`config.mk`:
```
export PLATFORM = sky130hd
export DESIGN_NAME = rail_ctrl_regbank
export DESIGN_NICKNAME = d
export VERILOG_FILES = /design/src/rtl/regbank_pkg.sv /design/src/rtl/i2c_line_sync.sv /design/src/rtl/i2c_byte_slave.sv /design/src/rtl/rail_reg_store.sv /design/src/rtl/rail_ctrl_regbank.sv
export SDC_FILE = /design/constraint.sdc
export NUM_CORES = 1
export LEC_CHECK = 0
export BUFFER_PORTS_ARGS = -buffer_cell sky130_fd_sc_hd__buf_4
export CAP_MARGIN = 20
export CORE_MARGIN = 2
export CORE_UTILIZATION = 45
export CTS_CLUSTER_SIZE = 14
export DETAILED_ROUTE_END_ITERATION = 6
export PLACE_DENSITY = 0.67
export SYNTH_ARGS = -nofsm -noshare
export SYNTH_HDL_FRONTEND = slang
export SYNTH_SLANG_ARGS = --single-unit
```
`constraint.sdc`:
```
create_clock -name clk -period 2.7 [get_ports clk]
set_input_delay 0.135 -clock clk [delete_from_list [all_inputs] [get_ports clk]]
set_output_delay 0.135 -clock clk [all_outputs]
set_load 0.05 [all_outputs]
```
`src/rtl/regbank_pkg.sv`:
```
// Package: shared constants, state type and default/mask functions for the
// regulator control register bank. Assumes nine rails and nine byte registers.
package regbank_pkg;

    localparam int NUM_RAILS   = 9;
    localparam int NUM_WREGS   = 8;
    localparam int STATUS_ADDR = 8;
    localparam int IDX_W       = $clog2(NUM_WREGS);

    localparam int REG_PADC = 0;
    localparam int REG_CORE = 1;
    localparam int REG_MOT  = 2;
    localparam int REG_ACAM = 3;
    localparam int REG_TCRX = 4;
    localparam int REG_PLTX = 5;
    localparam int REG_ONOF = 6;
    localparam int REG_DSCH = 7;

    localparam int RAIL_PAD  = 0;
    localparam int RAIL_TCXO = 4;
    localparam int RAIL_MOT  = 8;

    typedef enum logic [2:0] {
        SL_IDLE,
        SL_RX,
        SL_ACK,
        SL_TX,
        SL_RACK
    } slv_state_e;

    // Default content of a writable register; straps pick two of the codes.
    function automatic logic [7:0] reg_default(int idx, logic pad_hi, logic core_hi);
        case (idx)
            REG_PADC: reg_default = {1'b1, 2'b00, (pad_hi ? 5'd25 : 5'd9)};
            REG_CORE: reg_default = {3'b000, (core_hi ? 5'd9 : 5'd0)};
            REG_MOT:  reg_default = 8'h21;
            REG_ACAM: reg_default = 8'h29;
            REG_TCRX: reg_default = 8'h36;
            REG_PLTX: reg_default = 8'h36;
            REG_ONOF: reg_default = 8'hE8;
            default:  reg_default = 8'hFF;
        endcase
    endfunction

    // Bits a host write may change directly (the handshake flag is handled apart).
    function automatic logic [7:0] reg_wmask(int idx);
        case (idx)
            REG_PADC: reg_wmask = 8'h1F;
            REG_CORE: reg_wmask = 8'h1F;
            REG_MOT:  reg_wmask = 8'h7F;
            REG_TCRX: reg_wmask = 8'h3F;
            REG_PLTX: reg_wmask = 8'h3F;
            default:  reg_wmask = 8'hFF;
        endcase
    endfunction

    // New register value after a host write of d to register idx holding q.
    function automatic logic [7:0] reg_merge(int idx, logic [7:0] q, logic [7:0] d);
        logic [7:0] m;
        logic [7:0] r;
        m = reg_wmask(idx);
        r = (q & ~m) | (d & m);
        if (idx == REG_PADC) r[7] = q[7] & d[7];
        reg_merge = r;
    endfunction

endpackage

```
`src/rtl/i2c_line_sync.sv`:
```
// Module: brings SCL/SDA into the clock domain through STAGES flip-flops and
// flags clock edges plus START/STOP conditions. Assumes the bus idles high
// and that each bus phase lasts several system clocks.
module i2c_line_sync #(
    parameter int STAGES = 2
) (
    input  logic clk,
    input  logic rst_n,
    input  logic scl_in,
    input  logic sda_in,
    output logic sda_s,
    output logic scl_rise,
    output logic scl_fall,
    output logic start_det,
    output logic stop_det
);
    logic [STAGES-1:0] scl_sh;
    logic [STAGES-1:0] sda_sh;
    logic              scl_p;
    logic              sda_p;
    logic              scl_s;

    // Shift both lines through the synchroniser chain and keep a delayed copy.
    always_ff @(posedge clk) begin
        if (!rst_n) begin
            scl_sh <= '1;
            sda_sh <= '1;
            scl_p  <= 1'b1;
            sda_p  <= 1'b1;
        end else begin
            scl_sh <= {scl_sh[STAGES-2:0], scl_in};
            sda_sh <= {sda_sh[STAGES-2:0], sda_in};
            scl_p  <= scl_s;
            sda_p  <= sda_s;
        end
    end

    assign scl_s     = scl_sh[STAGES-1];
    assign sda_s     = sda_sh[STAGES-1];
    assign scl_rise  = scl_s & ~scl_p;
    assign scl_fall  = ~scl_s & scl_p;
    assign start_det = scl_s & scl_p & sda_p & ~sda_s;
    assign stop_det  = scl_s & scl_p & ~sda_p & sda_s;

endmodule

```
`src/rtl/i2c_byte_slave.sv`:
```
// Module: byte-level serial slave. The first byte after the address sets the
// pointer; later bytes write the pointed register. A read sends the pointed
// register MSB first. The pointer persists across transactions and never
// advances. Assumes edge/condition flags from i2c_line_sync.
module i2c_byte_slave
    import regbank_pkg::*;
#(
    parameter logic [6:0] SLAVE_ADDR = 7'h08
) (
    input  logic       clk,
    input  logic       rst_n,
    input  logic       sda_s,
    input  logic       scl_rise,
    input  logic       scl_fall,
    input  logic       start_det,
    input  logic       stop_det,
    input  logic [7:0] rd_data,
    output logic       sda_oe,
    output logic [7:0] ptr,
    output logic       wr_en,
    output logic [7:0] wr_data
);
    slv_state_e state;
    logic [7:0] shreg;
    logic [7:0] txsh;
    logic [3:0] bitcnt;
    logic       is_addr;
    logic       reading;
    logic       ptr_done;

    // Bus protocol engine: receive, acknowledge, transmit and pointer upkeep.
    always_ff @(posedge clk) begin
        if (!rst_n) begin
            state    <= SL_IDLE;
            shreg    <= '0;
            txsh     <= '0;
            bitcnt   <= '0;
            is_addr  <= 1'b0;
            reading  <= 1'b0;
            ptr_done <= 1'b0;
            ptr      <= '0;
            sda_oe   <= 1'b0;
            wr_en    <= 1'b0;
            wr_data  <= '0;
        end else begin
            wr_en <= 1'b0;
            if (start_det) begin
                state   <= SL_RX;
                is_addr <= 1'b1;
                reading <= 1'b0;
                bitcnt  <= '0;
                sda_oe  <= 1'b0;
            end else if (stop_det) begin
                state  <= SL_IDLE;
                sda_oe <= 1'b0;
            end else begin
                case (state)
                    SL_RX: begin
                        if (scl_rise && bitcnt < 4'd8) begin
                            shreg  <= {shreg[6:0], sda_s};
                            bitcnt <= bitcnt + 4'd1;
                        end else if (scl_fall && bitcnt == 4'd8) begin
                            if (is_addr) begin
                                if (shreg[7:1] == SLAVE_ADDR) begin
                                    sda_oe  <= 1'b1;
                                    reading <= shreg[0];
                                    state   <= SL_ACK;
                                end else begin
                                    state <= SL_IDLE;
                                end
                            end else begin
                                sda_oe <= 1'b1;
                                state  <= SL_ACK;
                                if (!ptr_done) begin
                                    ptr      <= shreg;
                                    ptr_done <= 1'b1;
                                end else begin
                                    wr_en   <= 1'b1;
                                    wr_data <= shreg;
                                end
                            end
                        end
                    end
                    SL_ACK: begin
                        if (scl_fall) begin
                            if (reading) begin
                                state  <= SL_TX;
                                sda_oe <= ~rd_data[7];
                                txsh   <= {rd_data[6:0], 1'b0};
                                bitcnt <= 4'd1;
                            end else begin
                                sda_oe <= 1'b0;
                                state  <= SL_RX;
                                bitcnt <= '0;
                                if (is_addr) ptr_done <= 1'b0;
                            end
                            is_addr <= 1'b0;
                        end
                    end
                    SL_TX: begin
                        if (scl_fall) begin
                            if (bitcnt == 4'd8) begin
                                sda_oe <= 1'b0;
                                state  <= SL_RACK;
                            end else begin
                                sda_oe <= ~txsh[7];
                                txsh   <= {txsh[6:0], 1'b0};
                                bitcnt <= bitcnt + 4'd1;
                            end
                        end
                    end
                    SL_RACK: begin
                        if (scl_rise) state <= sda_s ? SL_IDLE : SL_ACK;
                    end
                    default: ;
                endcase
            end
        end
    end

    a_r12_release_after_stop: assert property (@(posedge clk) disable iff (!rst_n)
        stop_det |=> !sda_oe);

    a_r1_drive_starts_on_fall: assert property (@(posedge clk) disable iff (!rst_n)
        $rose(sda_oe) |-> $past(scl_fall));

    a_r2_write_after_pointer: assert property (@(posedge clk) disable iff (!rst_n)
        wr_en |-> $past(ptr_done) && $past(scl_fall));

endmodule

```
`src/rtl/rail_reg_store.sv`:
```
// Module: byte registers with strap capture, the write-to-clear handshake
// flag, read-only status and the per-rail decode. Assumes wr_en is a
// single-cycle pulse and that the external pins are already synchronous.
module rail_reg_store
    import regbank_pkg::*;
(
    input  logic                 clk,
    input  logic                 rst_n,
    input  logic                 pgood,
    input  logic                 strap_pad_hi,
    input  logic                 strap_core_hi,
    input  logic                 ext_en_tcxo,
    input  logic                 ext_en_mot,
    input  logic                 over_temp,
    input  logic                 wr_en,
    input  logic [7:0]           wr_addr,
    input  logic [7:0]           wr_data,
    input  logic [7:0]           rd_addr,
    output logic [7:0]           rd_data,
    output logic [NUM_RAILS-1:0] rail_en,
    output logic [NUM_RAILS-1:0] rail_dis,
    output logic [4:0]           pad_code,
    output logic [4:0]           core_code,
    output logic [4:0]           mot_code,
    output logic [4:0]           cam_code,
    output logic [2:0]           ana_code,
    output logic [2:0]           tcxo_code,
    output logic [2:0]           rx_code,
    output logic [2:0]           tx_code,
    output logic [2:0]           pll_code
);
    logic [NUM_WREGS-1:0][7:0] regs_q;
    logic                      cap_pad;
    logic                      cap_core;
    logic [7:0]                status_b;

    // Capture the straps while reset is held.
    always_ff @(posedge clk) begin
        if (!rst_n) begin
            cap_pad  <= strap_pad_hi;
            cap_core <= strap_core_hi;
        end
    end

    // Register file: reset/power-good defaults, then masked host writes.
    always_ff @(posedge clk) begin
        if (!rst_n) begin
            for (int i = 0; i < NUM_WREGS; i++)
                regs_q[i] <= reg_default(i, strap_pad_hi, strap_core_hi);
        end else if (!pgood) begin
            for (int i = 0; i < NUM_WREGS; i++)
                regs_q[i] <= reg_default(i, cap_pad, cap_core);
        end else if (wr_en) begin
            for (int i = 0; i < NUM_WREGS; i++)
                if (wr_addr == 8'(i)) regs_q[i] <= reg_merge(i, regs_q[i], wr_data);
        end
    end

    // Read path: writable bank, status byte, zero elsewhere.
    always_comb begin
        status_b = {5'b00000, ext_en_mot, ~over_temp, ext_en_tcxo};
        if (rd_addr < 8'(NUM_WREGS))      rd_data = regs_q[rd_addr[IDX_W-1:0]];
        else if (rd_addr == 8'(STATUS_ADDR)) rd_data = status_b;
        else                              rd_data = 8'h00;
    end

    // Per-rail enable and discharge decode from the on/off and discharge bytes.
    for (genvar k = 0; k < NUM_RAILS - 1; k++) begin : g_rail
        if (k == RAIL_TCXO) begin : g_ext
            assign rail_en[k] = regs_q[REG_ONOF][7-k] | ext_en_tcxo;
        end else begin : g_reg
            assign rail_en[k] = regs_q[REG_ONOF][7-k];
        end
        assign rail_dis[k] = regs_q[REG_DSCH][7-k];
    end
    assign rail_en[RAIL_MOT]  = regs_q[REG_MOT][6] | ext_en_mot;
    assign rail_dis[RAIL_MOT] = regs_q[REG_MOT][5];

    assign pad_code  = regs_q[REG_PADC][4:0];
    assign core_code = regs_q[REG_CORE][4:0];
    assign mot_code  = regs_q[REG_MOT][4:0];
    assign cam_code  = regs_q[REG_ACAM][4:0];
    assign ana_code  = regs_q[REG_ACAM][7:5];
    assign tcxo_code = regs_q[REG_TCRX][5:3];
    assign rx_code   = regs_q[REG_TCRX][2:0];
    assign pll_code  = regs_q[REG_PLTX][5:3];
    assign tx_code   = regs_q[REG_PLTX][2:0];

    a_r10_r11_ignored_write: assert property (@(posedge clk) disable iff (!rst_n)
        (wr_en && wr_addr >= 8'(NUM_WREGS) && pgood) |=> $stable(regs_q));

    a_r5_flag_never_set_by_write: assert property (@(posedge clk) disable iff (!rst_n)
        $rose(regs_q[REG_PADC][7]) |-> $past(!pgood));

endmodule

```
`src/rtl/rail_ctrl_regbank.sv`:
```
// Module: top of the regulator control register bank. It joins the line
// synchroniser, the byte slave and the register store. SDA is open-drain:
// sda_oe = 1 pulls the line low. Assumes one synchronous clock domain.
module rail_ctrl_regbank
    import regbank_pkg::*;
#(
    parameter logic [6:0] SLAVE_ADDR  = 7'h08,
    parameter int         SYNC_STAGES = 2
) (
    input  logic       clk,
    input  logic       rst_n,
    input  logic       pgood,
    input  logic       strap_pad_hi,
    input  logic       strap_core_hi,
    input  logic       ext_en_tcxo,
    input  logic       ext_en_mot,
    input  logic       over_temp,
    input  logic       scl_in,
    input  logic       sda_in,
    output logic       sda_oe,
    output logic [8:0] rail_en,
    output logic [8:0] rail_dis,
    output logic [4:0] pad_code,
    output logic [4:0] core_code,
    output logic [4:0] mot_code,
    output logic [4:0] cam_code,
    output logic [2:0] ana_code,
    output logic [2:0] tcxo_code,
    output logic [2:0] rx_code,
    output logic [2:0] tx_code,
    output logic [2:0] pll_code
);
    logic       sda_s;
    logic       scl_rise;
    logic       scl_fall;
    logic       start_det;
    logic       stop_det;
    logic [7:0] ptr;
    logic [7:0] rd_data;
    logic       wr_en;
    logic [7:0] wr_data;

    i2c_line_sync #(.STAGES(SYNC_STAGES)) u_sync (
        .clk(clk), .rst_n(rst_n), .scl_in(scl_in), .sda_in(sda_in),
        .sda_s(sda_s), .scl_rise(scl_rise), .scl_fall(scl_fall),
        .start_det(start_det), .stop_det(stop_det)
    );

    i2c_byte_slave #(.SLAVE_ADDR(SLAVE_ADDR)) u_slave (
        .clk(clk), .rst_n(rst_n), .sda_s(sda_s), .scl_rise(scl_rise),
        .scl_fall(scl_fall), .start_det(start_det), .stop_det(stop_det),
        .rd_data(rd_data), .sda_oe(sda_oe), .ptr(ptr), .wr_en(wr_en),
        .wr_data(wr_data)
    );

    rail_reg_store u_store (
        .clk(clk), .rst_n(rst_n), .pgood(pgood),
        .strap_pad_hi(strap_pad_hi), .strap_core_hi(strap_core_hi),
        .ext_en_tcxo(ext_en_tcxo), .ext_en_mot(ext_en_mot), .over_temp(over_temp),
        .wr_en(wr_en), .wr_addr(ptr), .wr_data(wr_data), .rd_addr(ptr),
        .rd_data(rd_data), .rail_en(rail_en), .rail_dis(rail_dis),
        .pad_code(pad_code), .core_code(core_code), .mot_code(mot_code),
        .cam_code(cam_code), .ana_code(ana_code), .tcxo_code(tcxo_code),
        .rx_code(rx_code), .tx_code(tx_code), .pll_code(pll_code)
    );

    a_r7_discharge_default: assert property (@(posedge clk) disable iff (!rst_n)
        !pgood |=> (rail_dis == 9'h1FF));

endmodule

```
# Yosys cells after proc, flatten, opt, wreduce, memory -nomap -nowiden
# Index checks and enable logic that the tools add are counted.
# totals
register_bits	116
in_bits	10
output_inout_bits	54
elab_cells	251
# op_classes
addsub	1
magnitude_cmp	3
eq_ne	37
n_mux	90
bitwise	57
n_reduce_logical	35
# ops
cell	n
$mux W8	35
$and A8 B8 Y8	14
$not A8 Y8	7
$or A8 B8 Y8	7
$mux W13	3
$reduce_and A7 Y1	5
$eq A8 B3 Y1 const B	4
$mux W7	4
$bmux W8 S3	1
$mux W4	6
$mux W1	22
$reduce_and A2 Y1	11
$mux W3	7
$ne A4 B3 Y1 const B	5
$reduce_and A6 Y1	3
$eq A8 B2 Y1 const B	2
$ne A2 B1 Y1 const B	8
$pmux W8 S2	1
$mux W5	3
$not A1 Y1	15
$and A7 B7 Y7	2
$pmux W3 S4	1
$pmux W4 S3	1
$ne A2 B2 Y1 const B	5
other kinds (33)	51

# Depth between registers and ports, before layout
# logic_depth
depth_word	12
ltp_mapped	7
depth_no_buf	6

# By module
# Synthesis repeated with hierarchy kept, for this count alone.
# hier_totals
cells_unflattened	572
hier_area_um2	5385.2
# modules_own_cells
module	instances	cells_per_inst	area_per_inst_um2	seq_area_each_um2
rail_reg_store	1	318	3118.0	1241.2
i2c_byte_slave	1	238	2077.0	860.8
i2c_line_sync	1	16	190.2	120.1

# Worst setup path before layout
# OpenSTA, ideal clock, no wires.
# synth_path
path_kind	flip-flop to flip-flop
startpoint	reg u_slave.ptr[7]
endpoint	reg u_store.regs_q (netlist bit u_store.pad_code[0]), enable pin
setup_ns	0.316
arrival_ns	1.872
required_time_ns	2.384
path_slack_ns	0.512
stages_incl_launch_ff	6
path_buffers	1
synth_period_minus_slack_ns	2.188
path_cell_list	dfxtp_1 -> or4_4 -> buf_2 -> nor4b_1 -> and2_1 -> nand2b_1
# synth_via
elab_chain_len	3
# synth_rtl
item	line	source
start, declared	i2c_byte_slave.sv:19	output logic [7:0] ptr,
start signal, assigned	i2c_byte_slave.sv:75	ptr <= shreg;
$logic_not A8 Y1	rail_reg_store.sv:55	if (wr_addr == 8'(i)) regs_q[i] <= reg_merge(i, regs_q[i], wr_data);
$ne A3 B2 Y1 (no source line)	--	
$reduce_and A2 Y1 (no source line)	--	
end signal, assigned by index	rail_reg_store.sv:49	regs_q[i] <= reg_default(i, strap_pad_hi, strap_core_hi);
end signal, assigned by index	rail_reg_store.sv:52	regs_q[i] <= reg_default(i, cap_pad, cap_core);
end signal, assigned by index	rail_reg_store.sv:55	
end, declared	rail_reg_store.sv:32	logic [NUM_WREGS-1:0][7:0] regs_q;
# Every way passes these cells.
# A chain may end at the register's enable or synchronous reset.

# Worst setup path after layout
# layout_path
startpoint	reg u_slave.ptr[7]
endpoint	reg u_store.regs_q (netlist bit u_store.pad_code[1]), enable pin
# Same word-level chain as after synthesis.

==> run metrics <==
# port buffers=63; Die Y=113 um; Max-Cap Viols=0; Area Growth Syn to Fin=11.3%; Post-synth EDFFs=12; GRT Util Overall=20.9%; min Tclk post-route=2330 ps; share of cells above drive strength 1=21.5%; cell accounting for the most synthesized area=dfxtp_1; routed length per instance=18.1 um; mapped cell area=5370 sq um; DR DRC count=6; maximum fanout along the worst path=12; drt via density=5.78; first-pass GRT wire length=21.0 mm; Fill cells=1066; Area contributors post-synth=dfxtp_1 35%, mux2i_1 14%, buf_4 7.1%; DIE AREA=12800 sq um; Pwr Density=517 nW/um^2; Initial Util=46.6%; final antenna-violating net count=0; Post-DP Area=5640 sq um; post_cts resized=0; clock skew=6.18 ps; final std cells w/o fill=725; io pins=64; Tcrit/Tclk final=86.2%; max frequency=430 MHz; vias in the first global route=3867; synth warn=0; Pleak=2.23 nW; main flop type after synthesis=dfxtp_1; Crit path arrival time=2370 ps; gp weighted congestion=0.865; worst setup margin=374 ps; initial antenna violation count=0; Tightest Hold Check Type=in -> reg; H-tree Lvls=3; startpoint type of the worst setup path=flip-flop; violated checks=design-rule violations; run status=finished, violations left; cell count after placement=705; Detailed Route WL=13.1 mm; Core Util, Final=51.9%; unrepaired setup endpoints after global routing=no; r2r startpoint=u_slave.ptr[7]$_SDFFE_PN0P_; area fraction of the dominant cell type after synthesis=34.7%; asr flop ratio synth=0%; setup TNS=0 ps; nets=589; DR iter-0 viols=362; Hold Path Origin=ext_en_tcxo; DPL Wire Length=9.38 mm; Slew Viols, Final=0; relative slew slack=48.5%; Power Total=3.09 mW; core area=11500 sq um; dpl ws=398 ps; CTS Sinks=105; Post-Syn Nets=578; RR Endpoint=u_store.pad_code[1]$_SDFFCE_PN0P_; DIE WIDTH=113 um; clk_lat worst skew=350 ps; largest net degree at the start of global routing=41; Critical Path RT=2740 ps; Core Rows=39; synthesis-stage register bit count=105; post-synthesis sequential area ratio=41.4%; Worst Path Class, Setup=reg -> reg; grt total ovfl=0; hold endpoint=u_slave.txsh[1]$_SDFFE_PN0P_; WHS Path Cells=4; Worst setup startpoint=u_slave.ptr[7]$_SDFFE_PN0P_; number of inserted diodes=0; worst vdd ir=0.000347 V; drt pass-1 iters=6; via count=4191; CTS Buf Count=9; reg2reg setup slack=370 ps; Final Setup Violations=0; Final Hold Viols=0; CTS tree=yes; clock input transition at the sequential cells of the worst setup and hold paths=70 ps; FF-to-FF path depth=4; worst hold margin=206 ps; syn_area_per_cell=9.48 sq um; Syn Inst Count=566; root buffer cell=clkbuf_16; Clock Path Buffers=2; post-route cell area=5970 sq um; Slew @ Worst Pin=766 ps; Worst setup EP type=flip-flop; Cell variety after synth=62
-- registers in the layout, summed over array words and instances (netlist names), 2 cells and up --
register	flops
u_slave.bitcnt	4
u_slave.ptr	8
u_slave.shreg	8
u_slave.state	3
u_slave.txsh	7
u_slave.wr_data	8
u_store.ana_code	3
u_store.cam_code	5
u_store.core_code	5
u_store.mot_code	5
u_store.pad_code	5
u_store.pll_code	3
u_store.rail_dis	9
u_store.rail_en	7
u_store.regs_q	3
u_store.rx_code	3
u_store.tcxo_code	3
u_store.tx_code	3
u_sync.scl_sh	2
u_sync.sda_sh	2
-- how the worst max path moves through the flow --
| stage | to | slack (ps) |
|---|---|---|
| after floorplan | u_store.pad_code[0]$_SDFFCE_PN1P_ | 510 |
| after global placement | u_store.pad_code[2]$_SDFFCE_PN0P_ | 500 |
| after detailed placement | u_store.pad_code[1]$_SDFFCE_PN0P_ | 400 |
| after CTS | u_store.pad_code[1]$_SDFFCE_PN0P_ | 380 |
| after global routing | u_store.pad_code[1]$_SDFFCE_PN0P_ | 300 |
| final | u_store.pad_code[1]$_SDFFCE_PN0P_ | 370 |
-- cells in the mapped netlist, types with 5 or more instances --
master     n
nor4b_1    5
buf_2      6
inv_1     11
mux2i_1   74
buf_4     51
nand2b_1  11
a22oi_1    6
o21ai_0    9
dfxtp_1   93
nor2_1    32
nand2_1   72
nor2b_1    5
nand3b_1   5
edfxtp_1  12
nor3_1     6
a21oi_1   27
clkbuf_1  25
nand3_1   16
a211oi_1   7
mux4_2     5
-- area by class of cell --
type / instances / area [sq um] / share of cell area (%)
clock buffer: 13 / 270 / 4.52
clock inverter: 3 / 23.8 / 0.398
inverter: 12 / 45.0 / 0.754
multi-input combinational: 362 / 2570 / 43.0
sequential: 105 / 2220 / 37.2
tap: 143 / 179 / 3.00
timing repair buffer: 87 / 663 / 11.1
-- cells in the final DEF (no fill, tap or decap), types with 4 or more instances in the layout --
master	synthesis	routed
a211oi_1	7	7
a21oi_1	27	27
a22oi_1	6	6
a311oi_1	4	4
and2_1	4	4
and3_1	4	4
buf_4	51	83
clkbuf_16	0	9
dfxtp_1	93	93
dlygate4sd3_1	0	4
edfxtp_1	12	12
inv_1	11	11
mux2i_1	74	74
mux4_2	5	5
nand2_1	72	72
nand2b_1	11	11
nand3_1	16	16
nand3b_1	5	5
nand4b_1	4	4
nor2_1	32	32
nor2b_1	5	5
nor3_1	6	6
nor3b_1	4	4
nor4_1	4	4
o211ai_1	4	4
o21ai_0	9	9
o31ai_1	4	4
-- cell families after synthesis --
logic type	after synthesis	synth area share, %
flops	105	41.4
mux	82	16.5
simple gates	193	19.8
xor+xnor	1	0.163
fa+ha+maj	2	0.466
compound gates	84	10.7
buf+inv	99	10.9
-- timing repair --
action / CTS / global route
hold buffers: 4 / 0
setup buffers: 0 / 0
endpoints found under the hold margin: 4 / 0
-- critical path, cell delays in order (launching register included) --
cell	delay [ps]
dfxtp_1	320
or4_4	660
nor4b_1	510
and2_1	270
nand2b_1	250
-- power by group --
group	internal, mW	switching [mW]	total (mW)	leakage [nW]
logic	0.0626	0.121	0.183	1.21
clock network	0.706	0.586	1.29	0.146
registers	1.60	0.0154	1.61	0.876
-- metal layers --
metal / routed length, um / global-route usage [%]
met3: 867 / 4.12
met4: 221 / 6.75
met1: 5800 / 28.2
met2: 6230 / 33.7
met5: 0 / 0
Power figures use the tool's default switching activity.
